===== src/rtl/pps_pkg.sv =====
package pps_pkg;

  typedef enum logic [3:0] {
    ST_OFF, ST_UP_SUP, ST_UP_SIG, ST_UP_BLP, ST_ON,
    ST_DN_BLP, ST_DN_SIG, ST_DN_SUP, ST_LOCK
  } pps_state_e;

  typedef struct packed {
    logic sup;
    logic sig;
    logic blp;
    logic blon;
    logic busy;
    logic ready;
  } pps_outs_t;

  // A delay of d ms needs d+1 tick edges to guarantee d full ms; 0 means none
  function automatic int ticks_needed(input int d);
    return (d == 0) ? 0 : d + 1;
  endfunction

  function automatic pps_outs_t outs_of(input pps_state_e s);
    pps_outs_t o;
    o = '0;
    case (s)
      ST_UP_SUP, ST_DN_SUP:  o.sup = 1'b1;
      ST_UP_SIG, ST_DN_SIG:  begin o.sup = 1'b1; o.sig = 1'b1; end
      ST_UP_BLP, ST_DN_BLP:  begin o.sup = 1'b1; o.sig = 1'b1; o.blp = 1'b1; end
      ST_ON:                 begin o.sup = 1'b1; o.sig = 1'b1; o.blp = 1'b1; o.blon = 1'b1; end
      default:               o = '0;
    endcase
    o.busy  = (s != ST_OFF) && (s != ST_ON);
    o.ready = (s == ST_ON);
    return o;
  endfunction

endpackage


===== src/rtl/pps_timer.sv =====
module pps_timer #(
  parameter int CW = 8
) (
  input  logic          clk,
  input  logic          rst_n,
  input  logic          clr,
  input  logic          tick,
  input  logic [CW-1:0] limit,
  output logic          done
);
  logic [CW-1:0] cnt;

  always_ff @(posedge clk or negedge rst_n) begin
    if (!rst_n)                        cnt <= '0;
    else if (clr)                      cnt <= '0;
    else if (tick && (cnt != '1))      cnt <= cnt + 1'b1;
  end

  assign done = (cnt >= limit);

  // count never wraps back below a reached limit
  cnt_nowrap_chk: assert property (@(posedge clk) disable iff (!rst_n)
    (!clr && $past(cnt) == '1 && !$past(clr)) |-> cnt == '1);
endmodule


===== src/rtl/pps_fsm.sv =====
module pps_fsm
  import pps_pkg::*;
#(
  parameter int LOCK_DLY   = 150,
  parameter int SIG_DLY    = 0,
  parameter int BL_DLY     = 180,
  parameter int BLON_DLY   = 0,
  parameter int DN_BL_DLY  = 0,
  parameter int DN_SIG_DLY = 0,
  parameter int DN_SUP_DLY = 0,
  parameter int CW         = 8
) (
  input  logic          clk,
  input  logic          rst_n,
  input  logic          req,
  input  logic          tick,
  input  logic          done,
  output logic          state_chg,
  output logic [CW-1:0] limit,
  output pps_outs_t     outs
);
  localparam int LOCK_NEED = ticks_needed(LOCK_DLY);

  pps_state_e state_q, state_d;
  logic [CW-1:0] off_ms;

  always_comb begin
    state_d = state_q;
    case (state_q)
      ST_OFF:    if (req) state_d = ST_UP_SUP;
      ST_UP_SUP: if (!req) state_d = ST_DN_SUP; else if (done) state_d = ST_UP_SIG;
      ST_UP_SIG: if (!req) state_d = ST_DN_SIG; else if (done) state_d = ST_UP_BLP;
      ST_UP_BLP: if (!req) state_d = ST_DN_BLP; else if (done) state_d = ST_ON;
      ST_ON:     if (!req) state_d = ST_DN_BLP;
      ST_DN_BLP: if (done) state_d = ST_DN_SIG;
      ST_DN_SIG: if (done) state_d = ST_DN_SUP;
      ST_DN_SUP: if (done) state_d = ST_LOCK;
      ST_LOCK:   if (done) state_d = ST_OFF;
      default:   state_d = ST_LOCK;
    endcase
  end

  assign state_chg = (state_d != state_q);

  always_comb begin
    case (state_q)
      ST_UP_SUP: limit = CW'(ticks_needed(SIG_DLY));
      ST_UP_SIG: limit = CW'(ticks_needed(BL_DLY));
      ST_UP_BLP: limit = CW'(ticks_needed(BLON_DLY));
      ST_DN_BLP: limit = CW'(ticks_needed(DN_BL_DLY));
      ST_DN_SIG: limit = CW'(ticks_needed(DN_SIG_DLY));
      ST_DN_SUP: limit = CW'(ticks_needed(DN_SUP_DLY));
      ST_LOCK:   limit = CW'(LOCK_NEED);
      default:   limit = '0;
    endcase
  end

  always_ff @(posedge clk or negedge rst_n) begin
    if (!rst_n) begin
      state_q <= ST_LOCK;
      outs    <= outs_of(ST_LOCK);
    end else begin
      state_q <= state_d;
      outs    <= outs_of(state_d);
    end
  end

  // Independent supply-off time meter, used only by the checks below
  always_ff @(posedge clk or negedge rst_n) begin
    if (!rst_n)                          off_ms <= '0;
    else if (outs.sup)                   off_ms <= '0;
    else if (tick && (off_ms != '1))     off_ms <= off_ms + 1'b1;
  end


  lockout_chk: assert property (@(posedge clk) disable iff (!rst_n)
    $rose(outs.sup) |-> $past(off_ms) >= CW'(LOCK_NEED));

  abort_no_rise_chk: assert property (@(posedge clk) disable iff (!rst_n)
    !req && !outs.blp |=> !$rose(outs.blp));
endmodule


===== src/rtl/panel_pwr_seq.sv =====
module panel_pwr_seq
  import pps_pkg::*;
#(
  parameter int LOCK_DLY   = 150,
  parameter int SIG_DLY    = 0,
  parameter int BL_DLY     = 180,
  parameter int BLON_DLY   = 0,
  parameter int DN_BL_DLY  = 0,
  parameter int DN_SIG_DLY = 0,
  parameter int DN_SUP_DLY = 0
) (
  input  logic clk,
  input  logic rst_n,
  input  logic on_req,
  input  logic ms_tick,
  output logic sup_en,
  output logic sig_en,
  output logic bl_pwr_en,
  output logic bl_on,
  output logic busy,
  output logic ready
);
  localparam int MAX_A   = (LOCK_DLY > BL_DLY) ? LOCK_DLY : BL_DLY;
  localparam int MAX_B   = (SIG_DLY > BLON_DLY) ? SIG_DLY : BLON_DLY;
  localparam int MAX_C   = (DN_BL_DLY > DN_SIG_DLY) ? DN_BL_DLY : DN_SIG_DLY;
  localparam int MAX_D   = (DN_SUP_DLY > MAX_C) ? DN_SUP_DLY : MAX_C;
  localparam int MAX_E   = (MAX_A > MAX_B) ? MAX_A : MAX_B;
  localparam int MAX_DLY = (MAX_E > MAX_D) ? MAX_E : MAX_D;
  localparam int CW      = $clog2(ticks_needed(MAX_DLY) + 2);

  logic          state_chg;
  logic          step_done;
  logic [CW-1:0] step_limit;
  pps_outs_t     outs;

  pps_timer #(.CW(CW)) u_timer (
    .clk(clk), .rst_n(rst_n), .clr(state_chg), .tick(ms_tick),
    .limit(step_limit), .done(step_done)
  );

  pps_fsm #(
    .LOCK_DLY(LOCK_DLY), .SIG_DLY(SIG_DLY), .BL_DLY(BL_DLY), .BLON_DLY(BLON_DLY),
    .DN_BL_DLY(DN_BL_DLY), .DN_SIG_DLY(DN_SIG_DLY), .DN_SUP_DLY(DN_SUP_DLY), .CW(CW)
  ) u_fsm (
    .clk(clk), .rst_n(rst_n), .req(on_req), .tick(ms_tick), .done(step_done),
    .state_chg(state_chg), .limit(step_limit), .outs(outs)
  );

  assign sup_en    = outs.sup;
  assign sig_en    = outs.sig;
  assign bl_pwr_en = outs.blp;
  assign bl_on     = outs.blon;
  assign busy      = outs.busy;
  assign ready     = outs.ready;


  sig_under_sup_chk: assert property (@(posedge clk) disable iff (!rst_n)
    sig_en |-> sup_en);

  blp_under_sig_chk: assert property (@(posedge clk) disable iff (!rst_n)
    bl_pwr_en |-> sig_en);

  blon_after_blp_chk: assert property (@(posedge clk) disable iff (!rst_n)
    $rose(bl_on) |-> $past(bl_pwr_en));

  down_order_chk: assert property (@(posedge clk) disable iff (!rst_n)
    $fell(sig_en) |-> !bl_pwr_en && !bl_on && sup_en);

  status_excl_chk: assert property (@(posedge clk) disable iff (!rst_n)
    $countones({busy, ready}) <= 1 && (ready == bl_on));
endmodule


===== config.mk =====
export PLATFORM = sky130hd
export DESIGN_NAME = panel_pwr_seq
export DESIGN_NICKNAME = d
export VERILOG_FILES = /design/src/rtl/pps_pkg.sv /design/src/rtl/pps_timer.sv /design/src/rtl/pps_fsm.sv /design/src/rtl/panel_pwr_seq.sv
export SDC_FILE = /design/constraint.sdc
export NUM_CORES = 1
export LEC_CHECK = 0
export CAP_MARGIN = 25
export CELL_PAD_IN_SITES_DETAIL_PLACEMENT = 1
export CELL_PAD_IN_SITES_GLOBAL_PLACEMENT = 1
export CORE_MARGIN = 3
export CORE_UTILIZATION = 42
export CTS_BUF_LIST = sky130_fd_sc_hd__clkbuf_16
export CTS_CLUSTER_DIAMETER = 120
export DETAILED_ROUTE_END_ITERATION = 12
export PLACE_DENSITY_LB_ADDON = 0.1
export SETUP_SLACK_MARGIN = 0.4
export SLEW_MARGIN = 40
export SYNTH_ARGS = -nofsm -noshare
export SYNTH_HDL_FRONTEND = slang
export SYNTH_SLANG_ARGS = --single-unit

===== constraint.sdc =====
create_clock -name clk -period 3.4 [get_ports clk]
set_clock_uncertainty 0.05 [all_clocks]
set_input_delay 0.68 -clock clk [delete_from_list [all_inputs] [get_ports clk]]
set_output_delay 0.68 -clock clk [all_outputs]
set_load 0.05 [all_outputs]

======== Word-level counts from Yosys, hierarchy flattened ========
Cells that the tools add are included.
word-level totals
  bits in registers ....................... 18
  latch bits .............................. 0
  RAM bits ................................ 0
  bits in read-only memories .............. 0
  bits of input ports ..................... 4
  output and inout port bits .............. 6
  word-level logic and storage cells ...... 56
  memories ................................ 0
cells by class
  add/sub/neg operators ................... 1
  $mul .................................... 0
  div/mod/pow operators ................... 0
  order comparisons ....................... 1
  equality and inequality tests ........... 18
  shifts and indexed selects .............. 0
  mux-type cells .......................... 20
  bitwise logic cells ..................... 0
  reductions and logical operators ........ 8
operators with widths
  operator                                                                  number
  4-bit two-way mux                                                         12
  4-bit case mux with 9 select lines                                        1
  4-bit by 3-bit == test with 1-bit output (second input constant)          8
  4-bit by 2-bit == test with 1-bit output (second input constant)          4
  8-bit two-way mux                                                         2
  8-bit case mux with 2 select lines                                        1
  8-bit by 1-bit adder with 8-bit output (second input constant)            1
  4-bit by 1-bit == test with 1-bit output (second input constant)          2
  8-bit >= comparator                                                       1
  8-bit inequality test (second input constant)                             1
  7-bit OR reduction                                                        1
  5-bit OR reduction                                                        1
  4-bit == test (second input constant)                                     1
  4-bit zero test                                                           1
  1-bit two-way mux                                                         4
  4-bit by 3-bit inequality test with 1-bit output (second input constant)  1
  4-bit inequality test                                                     1
  4-bit nonzero test                                                        1
  3-bit OR reduction                                                        1
  1-bit logical AND                                                         2
  2-bit nonzero test                                                        1

======== Logic depth before layout (Yosys ltp) ========
Gate-level depths: netlist (run 1).
  word-level depth ........................ 9
  mapped depth ............................ 11
  mapped depth without buffers ............ 9

======== Modules after synthesis ========
Synthesis (run 1) repeated with hierarchy kept, for this count alone.
unflattened totals
  cells, all modules ...................... 140
  area, all modules ....................... 1290.0 um^2
modules (own cells, without submodules)
  module     instances  cells each  area an instance (um^2)  sequential area each (um^2)
  pps_timer  1          70          650.6                    200.2
  pps_fsm    1          70          639.4                    227.7

======== Worst setup path before layout (run 1) ========
No wires, ideal clock.
  kind .................................... register to register
  from .................................... reg u_fsm.state_q[1]
  to ...................................... reg u_fsm.state_q[3]
  setup time .............................. 82 ps
  arrival ................................. 2395 ps
  data required time ...................... 3268 ps
  setup slack ............................. 873 ps
  stages on the path, launching flop included .. 12
  path buffers ............................ 2
  clock period less this slack ............ 2527 ps
  cells stage by stage .................... dfrtp_1 > buf_2 > nor2_2 > inv_1 > or3_1 > ha_1 > a21oi_1 > o211ai_1 > o21a_1 > buf_6 > and4_4 > or2_1
between the ends
  longest elaborated chain between the ends .. 6
  elaborated cells between the ends (all ways) .. 22
  those cells by class .................... order compare (1); eq/ne (8); mux (12); reduce/logical (1)
RTL lines
  what                                                                       line                                         text
  start, declared                                                            pps_fsm.sv:24                                pps_state_e state_q, state_d;
  start signal, assigned                                                     pps_fsm.sv:63                                state_q <= state_d;
  4-bit == test or 4-bit by 2-bit == test with 1-bit output (tied branches)  pps_fsm.sv:29, pps_fsm.sv:46
  8-bit case mux with 2 select lines                                         pps_fsm.sv:46                                case (state_q)
  8-bit >= comparator                                                        pps_timer.sv:19                              assign done = (cnt >= limit);
  4-bit two-way mux (on tied branches) (2 in a row)                          pps_fsm.sv:33, pps_fsm.sv:31, pps_fsm.sv:32
  4-bit case mux with 9 select lines *                                       pps_fsm.sv:29                                case (state_q)
  net u_fsm.state_d[3]                                                       pps_fsm.sv:24
The timed path passes the listed nets; every way through them passes the cells marked *.
A chain may end at the register's enable or synchronous reset.

======== Worst setup path in the final report (run 1) ========
  from .................................... reg u_fsm.state_q[1]
  to ...................................... reg u_timer.cnt[4]
between the ends
  longest elaborated chain between the ends .. 8
  elaborated cells between the ends (all ways) .. 27
  those cells by class .................... order compare (1); eq/ne (9); mux (15); reduce/logical (2)
RTL lines
  what                                                                       line                                         text
  4-bit == test or 4-bit by 2-bit == test with 1-bit output (tied branches)  pps_fsm.sv:29, pps_fsm.sv:46
  8-bit case mux with 2 select lines                                         pps_fsm.sv:46
  8-bit >= comparator                                                        pps_timer.sv:19
  4-bit two-way mux (on tied branches) (2 in a row)                          pps_fsm.sv:33, pps_fsm.sv:31, pps_fsm.sv:32
  4-bit case mux with 9 select lines                                         pps_fsm.sv:29
  4-bit inequality test *                                                    pps_fsm.sv:43                                assign state_chg = (state_d != state_q);
  8-bit two-way mux or 2-bit nonzero test (tied branches)                    n/a
  end signal, assigned                                                       pps_timer.sv:16                              else if (tick && (cnt != '1)) cnt <= cnt + 1'b1;
  end, declared                                                              pps_timer.sv:11                              logic [CW-1:0] cnt;
Every way passes the cells marked *; elsewhere a longest branch is shown, timed or not.

==> metrics.md, run 1 <==
| Metric | Value |
|---|---|
| Combinational power share | roughly half |
| Final Cycle Share | 81.8% |
| CTS Sinks | 17 |
| Layout cells sized above 1 | around 10% |
| MaxCap Viol Count | 0 |
| Top cells by area, synth | dfrtp_1 (35%), nor2_1 (7.7%), dfstp_2 (4.9%), a21oi_1 (3.8%), mux2i_1 (3.8%) |
| Clock slew at reported path FFs | ~0.050 ns |
| Required time worst endpoint | 3.49 ns |
| Grt total ovfl | 0 |
| Post-Syn Area | 1070 µm² |
| Slew Viols, Final | 0 |
| Worst-path fanout max | 11 |
| Slew @ Worst Pin | 0.719 ns |
| First-pass GRT wire length | 4.84 mm |
| Clock share of power | 19.3% |
| Post-synth top area share | about a third |
| CP Cell Sequence | nor2_4 > inv_1 > or3_1 > ha_1 > nor4_1 > a21oi_1 > a21oi_1 > o22ai_2 > a211oi_1 |
| Crit. End Element | flip-flop |
| GR Util met3 | 2.99% |
| Min Tclk post-route | 2.78 ns |
| CTS Root Cell | clkbuf_16 |
| Average size of a mapped cell | 8.74 µm² |
| DRC | 0 |
| Setup TNS | 0 ns |
| Power Density | 973 nW/µm² |
| Worst IR drop on VDD | 0.000499 V |
| Leak | 0.510 nW |
| Number of buffers added on ports | 9 |
| Diodes inserted | 0 |
| Length of the first detailed-routing pass in iterations | 4 |
| DRT Wirelength | 2.83 mm |
| DP HPWL | 2.03 mm |
| Critical Path Start Type | flip-flop |
| Hold Slack | between 0.3 and 0.4 ns |
| Slowest cell on the critical path | dfrtp_1 |
| Sequential power share | 29.0% |
| Initial antenna violation count | 0 |
| Hold Buf Count CTS | 0 |
| Synth Register Bits | 17 |
| Critical Path Max Stage Delay | 0.52 ns |
| Die Area | between 3000 and 4000 µm² |
| CTS tree | yes |
| Area Overhead vs Synth | 15.5% |
| Core box area | 2320 µm² |
| Post-synth top flop | dfrtp_1 |
| Starting Density | about 46% |
| Final hold violation count | 0 |
| Syn_nets | ~130 |
| Synth Warn # | 0 |
| Grt met2 use | 32.1% |
| Count of different cell masters after synthesis | 37 |
| Number of global-route vias before repair | 998 |
| 1st-iter DRT viols | 13 |
| FP Rows | 17 |
| Cell internal pwr | 0.647 mW |
| Sw power | approximately 0.55 mW |
| WP buf/inv | 1 |
| Critical path arrival | approximately 2.9 ns |
| Sw frac | 46.0% |
| Cell taking the most area after synthesis | dfrtp_1 |
| Status | completed |
| TritonCTS Buffers | 3 |
| Post-CTS Setup Bufs | 0 |
| Worst slew margin | about half |
| DRT antenna net count | 0 |
| Die H | about 56 µm |
| Met1 Use GR | 26.4% |
| Delay-heaviest family, CP | simple AND/OR/NAND/NOR gates |
| RePlAce Congestion | between 0.8 and 0.9 |
| Syn Inst Count | 122 |
| Grt peak-use layer | met2 |
| Chip Width | 56.4 µm |
| Area of the multi-input gates | 574 µm² |
| Layout Cells excl Fill | 157 |
| Clock Latency Late Sink | 0.24 ns |
| Placed cells | 153 |
| CTS Buffer Depth | 2 |
| Total Routing Usage GR | 19.5% |
| Crit Path Category | reg -> reg |
| H-tree level count | 1 |
| Final Util | 53.1% |
| Setup repair after global routing missed its margin | no |
| Asr flop ratio synth | 100% |
| # IOs | 10 |
| Final setup fails | 0 |
| Register area share after synthesis | 40.1% |
| Fillers | 273 |
| Worst hold path class | in -> async |
| Worst path most repeated cell | a21oi_1 |
| EDFF count, synth | 0 |
| DR vias | 938 |
| FF/Latch Area | 428 µm² |
| Max frequency | 359 MHz |
| Largest net degree at the start of global routing | 18 |
| Wire per inst | 18.0 µm |
| Vias/cell | 5.97 |
| Final net count | 137 |
worst paths after layout:
path / startpoint / end / slack [ns] / cells past startpoint
setup / recovery: u_fsm.state_q[1] / u_timer.cnt[4] / 0.62 / 9
hold / removal: rst_n / u_timer.cnt[5] / 0.31 / 1
setup reg to reg: u_fsm.state_q[1] / u_timer.cnt[4] / 0.62 / 9
hold reg to reg: u_timer.cnt[1] / u_timer.cnt[1] / 0.58 / 2
max in group asynchronous: rst_n / u_fsm.outs[1] / 2.68 / 1
min in group clk: u_timer.cnt[1] / u_timer.cnt[1] / 0.58 / 2
power by group through the flow:
stage	Sequential (mW)	Clock, mW	Combinational (mW)
5_1_grt	0.362	0.242	0.680
2_1_floorplan	0.385	0	0.427
4_1_cts	0.343	0.236	0.605
3_5_place_dp	0.345	0	0.593
6_report	0.347	0.232	0.619
3_3_place_gp	0.340	0	0.577
Yosys cell counts, types with 2 or more instances:
library cell / n
nor4_1: 3
xor2_1: 3
a31oi_1: 2
dfrtp_1: 15
mux2i_1: 4
ha_1: 3
inv_1: 6
nor2_1: 22
a311oi_1: 4
nand3_1: 6
xnor2_1: 4
a211oi_1: 2
clkbuf_1: 2
dfstp_2: 2
nand2_1: 7
nor3_1: 6
buf_6: 3
a21oi_1: 8
o21ai_0: 2
final cells by class:
class	count	area share (%)
Clock buffer	3	6.10
Clock inverter	1	0.305
Inverter	6	1.83
Multi-Input combinational cell	92	46.6
Sequential cell	17	34.8
Tap cell	28	2.85
Timing Repair Buffer	10	7.52
registers in the layout (all words and copies together), names as in the netlist:
signal,flops
u_fsm.outs,5
u_timer.cnt,8
u_fsm.state_q,4
metal layers:
layer	share of wire, %	up-vias
li1	-	450
met1	48	462
met2	48	19
met3	2.7	7
met4	1.8	0
met5	0	-
placed cells by master (no fill, tap or decap), drive strengths merged, types with 4 or more instances in the layout:
master         instances
nor2                  23
dfrtp                 15
a21oi                  8
clkdlybuf4s50          8
inv                    7
nand2                  7
nand3                  6
nor3                   6
a311oi                 4
mux2i                  4
xnor2                  4
per-stage QoR:
step	setup slack (ns)	instance area, µm²	total power [mW]
2_1_floorplan	0.873	1070	0.812
3_3_place_gp	0.684	1140	0.917
3_5_place_dp	0.551	1140	0.938
4_1_cts	0.463	1220	1.18
5_1_grt	0.449	1230	1.28
6_report	0.618	1230	1.20
cells by family after synthesis:
group,Yosys count,synth area share [%]
flip-flops,17,40.1
adder cells (fa/ha/maj),3,3.52
AO/OA/AOI/OAI,26,16.9
XOR/XNOR,7,5.75
AND/OR/NAND/NOR,52,22.8
buffers and inverters,13,7.16
multiplexers,4,3.76
worst reg2reg max path: stages (launching register included):
cell      delay [ns]
dfrtp_1         0.52
nor2_4          0.25
inv_1           0.08
or3_1           0.37
ha_1            0.32
nor4_1          0.27
a21oi_1         0.14
a21oi_1         0.20
o22ai_2         0.18
a211oi_1        0.27
timing repair:
action,CTS,global route
endpoints found under the hold margin,0,0
resized for setup,0,3
endpoints found under the setup margin,0,16
Note: power is estimated with default switching activity, not from simulation.
==> run 2: changes to the inputs <==
--- a/config.mk
+++ b/config.mk
@@ -9,7 +9,7 @@
 export CELL_PAD_IN_SITES_DETAIL_PLACEMENT = 1
 export CELL_PAD_IN_SITES_GLOBAL_PLACEMENT = 1
 export CORE_MARGIN = 3
-export CORE_UTILIZATION = 42
+export CORE_UTILIZATION = 38
 export CTS_BUF_LIST = sky130_fd_sc_hd__clkbuf_16
 export CTS_CLUSTER_DIAMETER = 120
 export DETAILED_ROUTE_END_ITERATION = 12
==> constraint.sdc (replaced) <==
create_clock -name clk -period 2.3 [get_ports clk]
set_clock_uncertainty 0.05 [all_clocks]
set_input_delay 0.46 -clock clk [delete_from_list [all_inputs] [get_ports clk]]
set_output_delay 0.46 -clock clk [all_outputs]
set_load 0.05 [all_outputs]
==> metrics.md, run 2 (synthesis gave the netlist of run 1 again) <==
| Metric | Value |
|---|---|
| Worst-path fanout max | 8 (was 11) |
| Final setup fails | 16 (was 0) |
| Layout cells sized above 1 | 33.1% (was 10.1%) |
| Placed cells | 166 (was 153) |
| RePlAce Congestion | 0.820 (was 0.802) |
| Final hold violation count | 0 (unchanged) |
| Biggest regs | u_timer.cnt x8, u_fsm.outs x5, u_fsm.state_q x4 (unchanged) |
| Leak | 0.628 nW (was 0.510 nW) |
| 1st-iter DRT viols | 37 (was 13) |
| Worst slew margin | 57.9% (was 51.7%) |
| FF-to-FF setup slack | -0.12 ns (was 0.62 ns) |
| Power Density | 1490 nW/µm² (was 973 nW/µm²) |
| DRT Wirelength | 3.27 mm (was 2.83 mm) |
| Max FFs per register | 8 (unchanged) |
| DRT antenna net count | 0 (unchanged) |
| Vias/cell | 5.89 (was 5.97) |
| End of the worst register-to-register path | u_timer.cnt[3] (was u_timer.cnt[4]) |
| Final net count | 153 (was 137) |
| Min Tclk post-route | 2.42 ns (was 2.78 ns) |
| Length of the first detailed-routing pass in iterations | 4 (unchanged) |
| Status | complete, but fails checks (was completed) |
| Die Area | 3480 µm² (was 3180 µm²) |
| DRC | 0 (unchanged) |
| Chip Width | 59.0 µm (was 56.4 µm) |
| Diodes inserted | 0 (unchanged) |
| MaxCap Viol Count | 0 (unchanged) |
| Die H | 59.0 µm (was 56.4 µm) |
| Crit. End Element | flip-flop (unchanged) |
| Most frequent cells in the layout | nor2_1 (19), buf_4 (15), dfrtp_1 (15), nand2_1 (7), nand3_1 (6) (was nor2_1 (22), dfrtp_1 (15), a21oi_1 (8), clkdlybuf4s50_1 (8)) |
| Max frequency | 413 MHz (was 359 MHz) |
| Worst IR drop on VDD | 0.00111 V (was 0.000499 V) |
| Setup repair after global routing missed its margin | yes (was no) |
| Largest net degree at the start of global routing | 18 (unchanged) |
| H-tree level count | 1 (unchanged) |
| Clock slew at reported path FFs | 0.05 ns (about the same) |
| Number of buffers added on ports | 9 (unchanged) |
| Most common cell after layout, fill and taps aside | nor2_1 (unchanged) |
| Failing checks | negative setup slack |
| Final Cycle Share | 105% (was 81.8%) |
| Required time worst endpoint | 2.37 ns (was 3.49 ns) |
| Core box area | 2570 µm² (was 2320 µm²) |
| Worst Setup Slack, final | -0.119 ns (was 0.618 ns) |
| Hold Buf Count CTS | 0 (unchanged) |
| Total Routing Usage GR | 19.7% (was 19.5%) |
| TritonCTS Buffers | 3 (unchanged) |
| # IOs | 10 (unchanged) |
| CTS tree | yes (unchanged) |
| Wire per inst | 18.7 µm (was 18.0 µm) |
| Slew Viols, Final | 0 (unchanged) |
| Slew @ Worst Pin | 0.623 ns (was 0.719 ns) |
| Worst r2r path cells | 9 (unchanged) |
| Grt total ovfl | 0 (unchanged) |
| Worst hold path class | in -> async (unchanged) |
| CTS Root Cell | clkbuf_16 (unchanged) |
| Layout Cells excl Fill | 175 (was 157) |
| Area Overhead vs Synth | 38.1% (was 15.5%) |
| FP Rows | 18 (was 17) |
| Number of global-route vias before repair | 1075 (was 998) |
| Initial antenna violation count | 0 (unchanged) |
| DP HPWL | 2.09 mm (was 2.03 mm) |
| DR vias | 1031 (was 938) |
| Critical path arrival | 2.49 ns (was 2.87 ns) |
| Largest register by flop count | u_timer.cnt (unchanged) |
| Critical Path Start Type | flip-flop (unchanged) |
| Placed cell area | 1240 µm² (was 1140 µm²) |
| Clock Latency Late Sink | 0.25 ns (was 0.24 ns) |
| Final instance area | 1470 µm² (was 1230 µm²) |
| Starting Density | 41.5% (was 46.0%) |
| Crit Path Category | reg -> reg (unchanged) |
| CTS Buffer Depth | 2 (unchanged) |
| RR Startpoint | u_fsm.state_q[3] (was u_fsm.state_q[1]) |
| First-pass GRT wire length | 5.17 mm (was 4.84 mm) |
| CTS Sinks | 17 (unchanged) |
| DP Worst Slack | -0.221 ns (was 0.551 ns) |
run 2: worst max-delay path: stages (launching register included):
cell and delay [ns]:
dfstp_2 0.54, inv_2 0.04, or3_4 0.40, ha_4 0.29, a21oi_2 0.05, o211ai_1 0.31
buf_4 0.18, nor2_2 0.05, o22ai_4 0.30, nor2_2 0.08
run 2: metal layers:
metal / vias up / routed length, µm / global-route usage (%)
met5: - / 0 / 0
met4: 0 / 76 / 4.21
met3: 10 / 167 / 3.95
met2: 26 / 1580 / 33.1
met1: 512 / 1450 / 26.0
li1: 483 / - / -
run 2: final cells by class:
type | count | area [µm²]
fillers | 289 | 1090
multi-input cells | 93 | 689
flip-flops and latches | 17 | 428
repair buffers | 25 | 215
clock buffers | 3 | 75.1
well taps | 30 | 37.5
inverters | 6 | 22.5
clock inverters | 1 | 5.00
run 2: what timing repair did:
item | 4_1_cts | 5_1_grt
resized for setup | 17 | 13
pin swaps | 5 | 9
setup buffers | 3 | 1
cloned | 1 | 0
endpoints found under the setup margin | 20 | 19
run 2: how the worst max path moves through the flow:
stage                           startpoint               end  slack (ns)  cells after the start
after floorplan           u_fsm.state_q[1]  u_fsm.state_q[3]       -0.11                     11
after global placement    u_fsm.state_q[3]  u_fsm.state_q[3]       -0.15                      8
after detailed placement  u_fsm.state_q[3]  u_fsm.state_q[3]       -0.22                      8
after CTS                 u_fsm.state_q[3]  u_fsm.state_q[3]       -0.03                      9
after global routing      u_fsm.state_q[3]    u_timer.cnt[7]       -0.22                      9
final                     u_fsm.state_q[3]    u_timer.cnt[3]       -0.12                      9
run 2: metrics by stage:
step | power [mW] | setup TNS, ns | util [%] | hold slack [ns]
CTS | 2.06 | -0.274 | 54.9 | 0.501
detailed placement | 1.53 | -2.19 | 48.3 | 0.570
global route | 2.33 | -2.63 | 57.4 | 0.513
finish | 2.20 | -1.50 | 57.4 | 0.491
floorplan | 1.24 | -0.267 | - | 0.114
global placement | 1.49 | -1.03 | 48.3 | 0.557
run 2: where the power goes:
| part | switching, mW | internal, mW | total (mW) |
|---|---|---|---|
| logic | 0.810 | 0.584 | 1.39 |
| clock network | 0.119 | 0.233 | 0.352 |
| registers | 0.0599 | 0.392 | 0.452 |
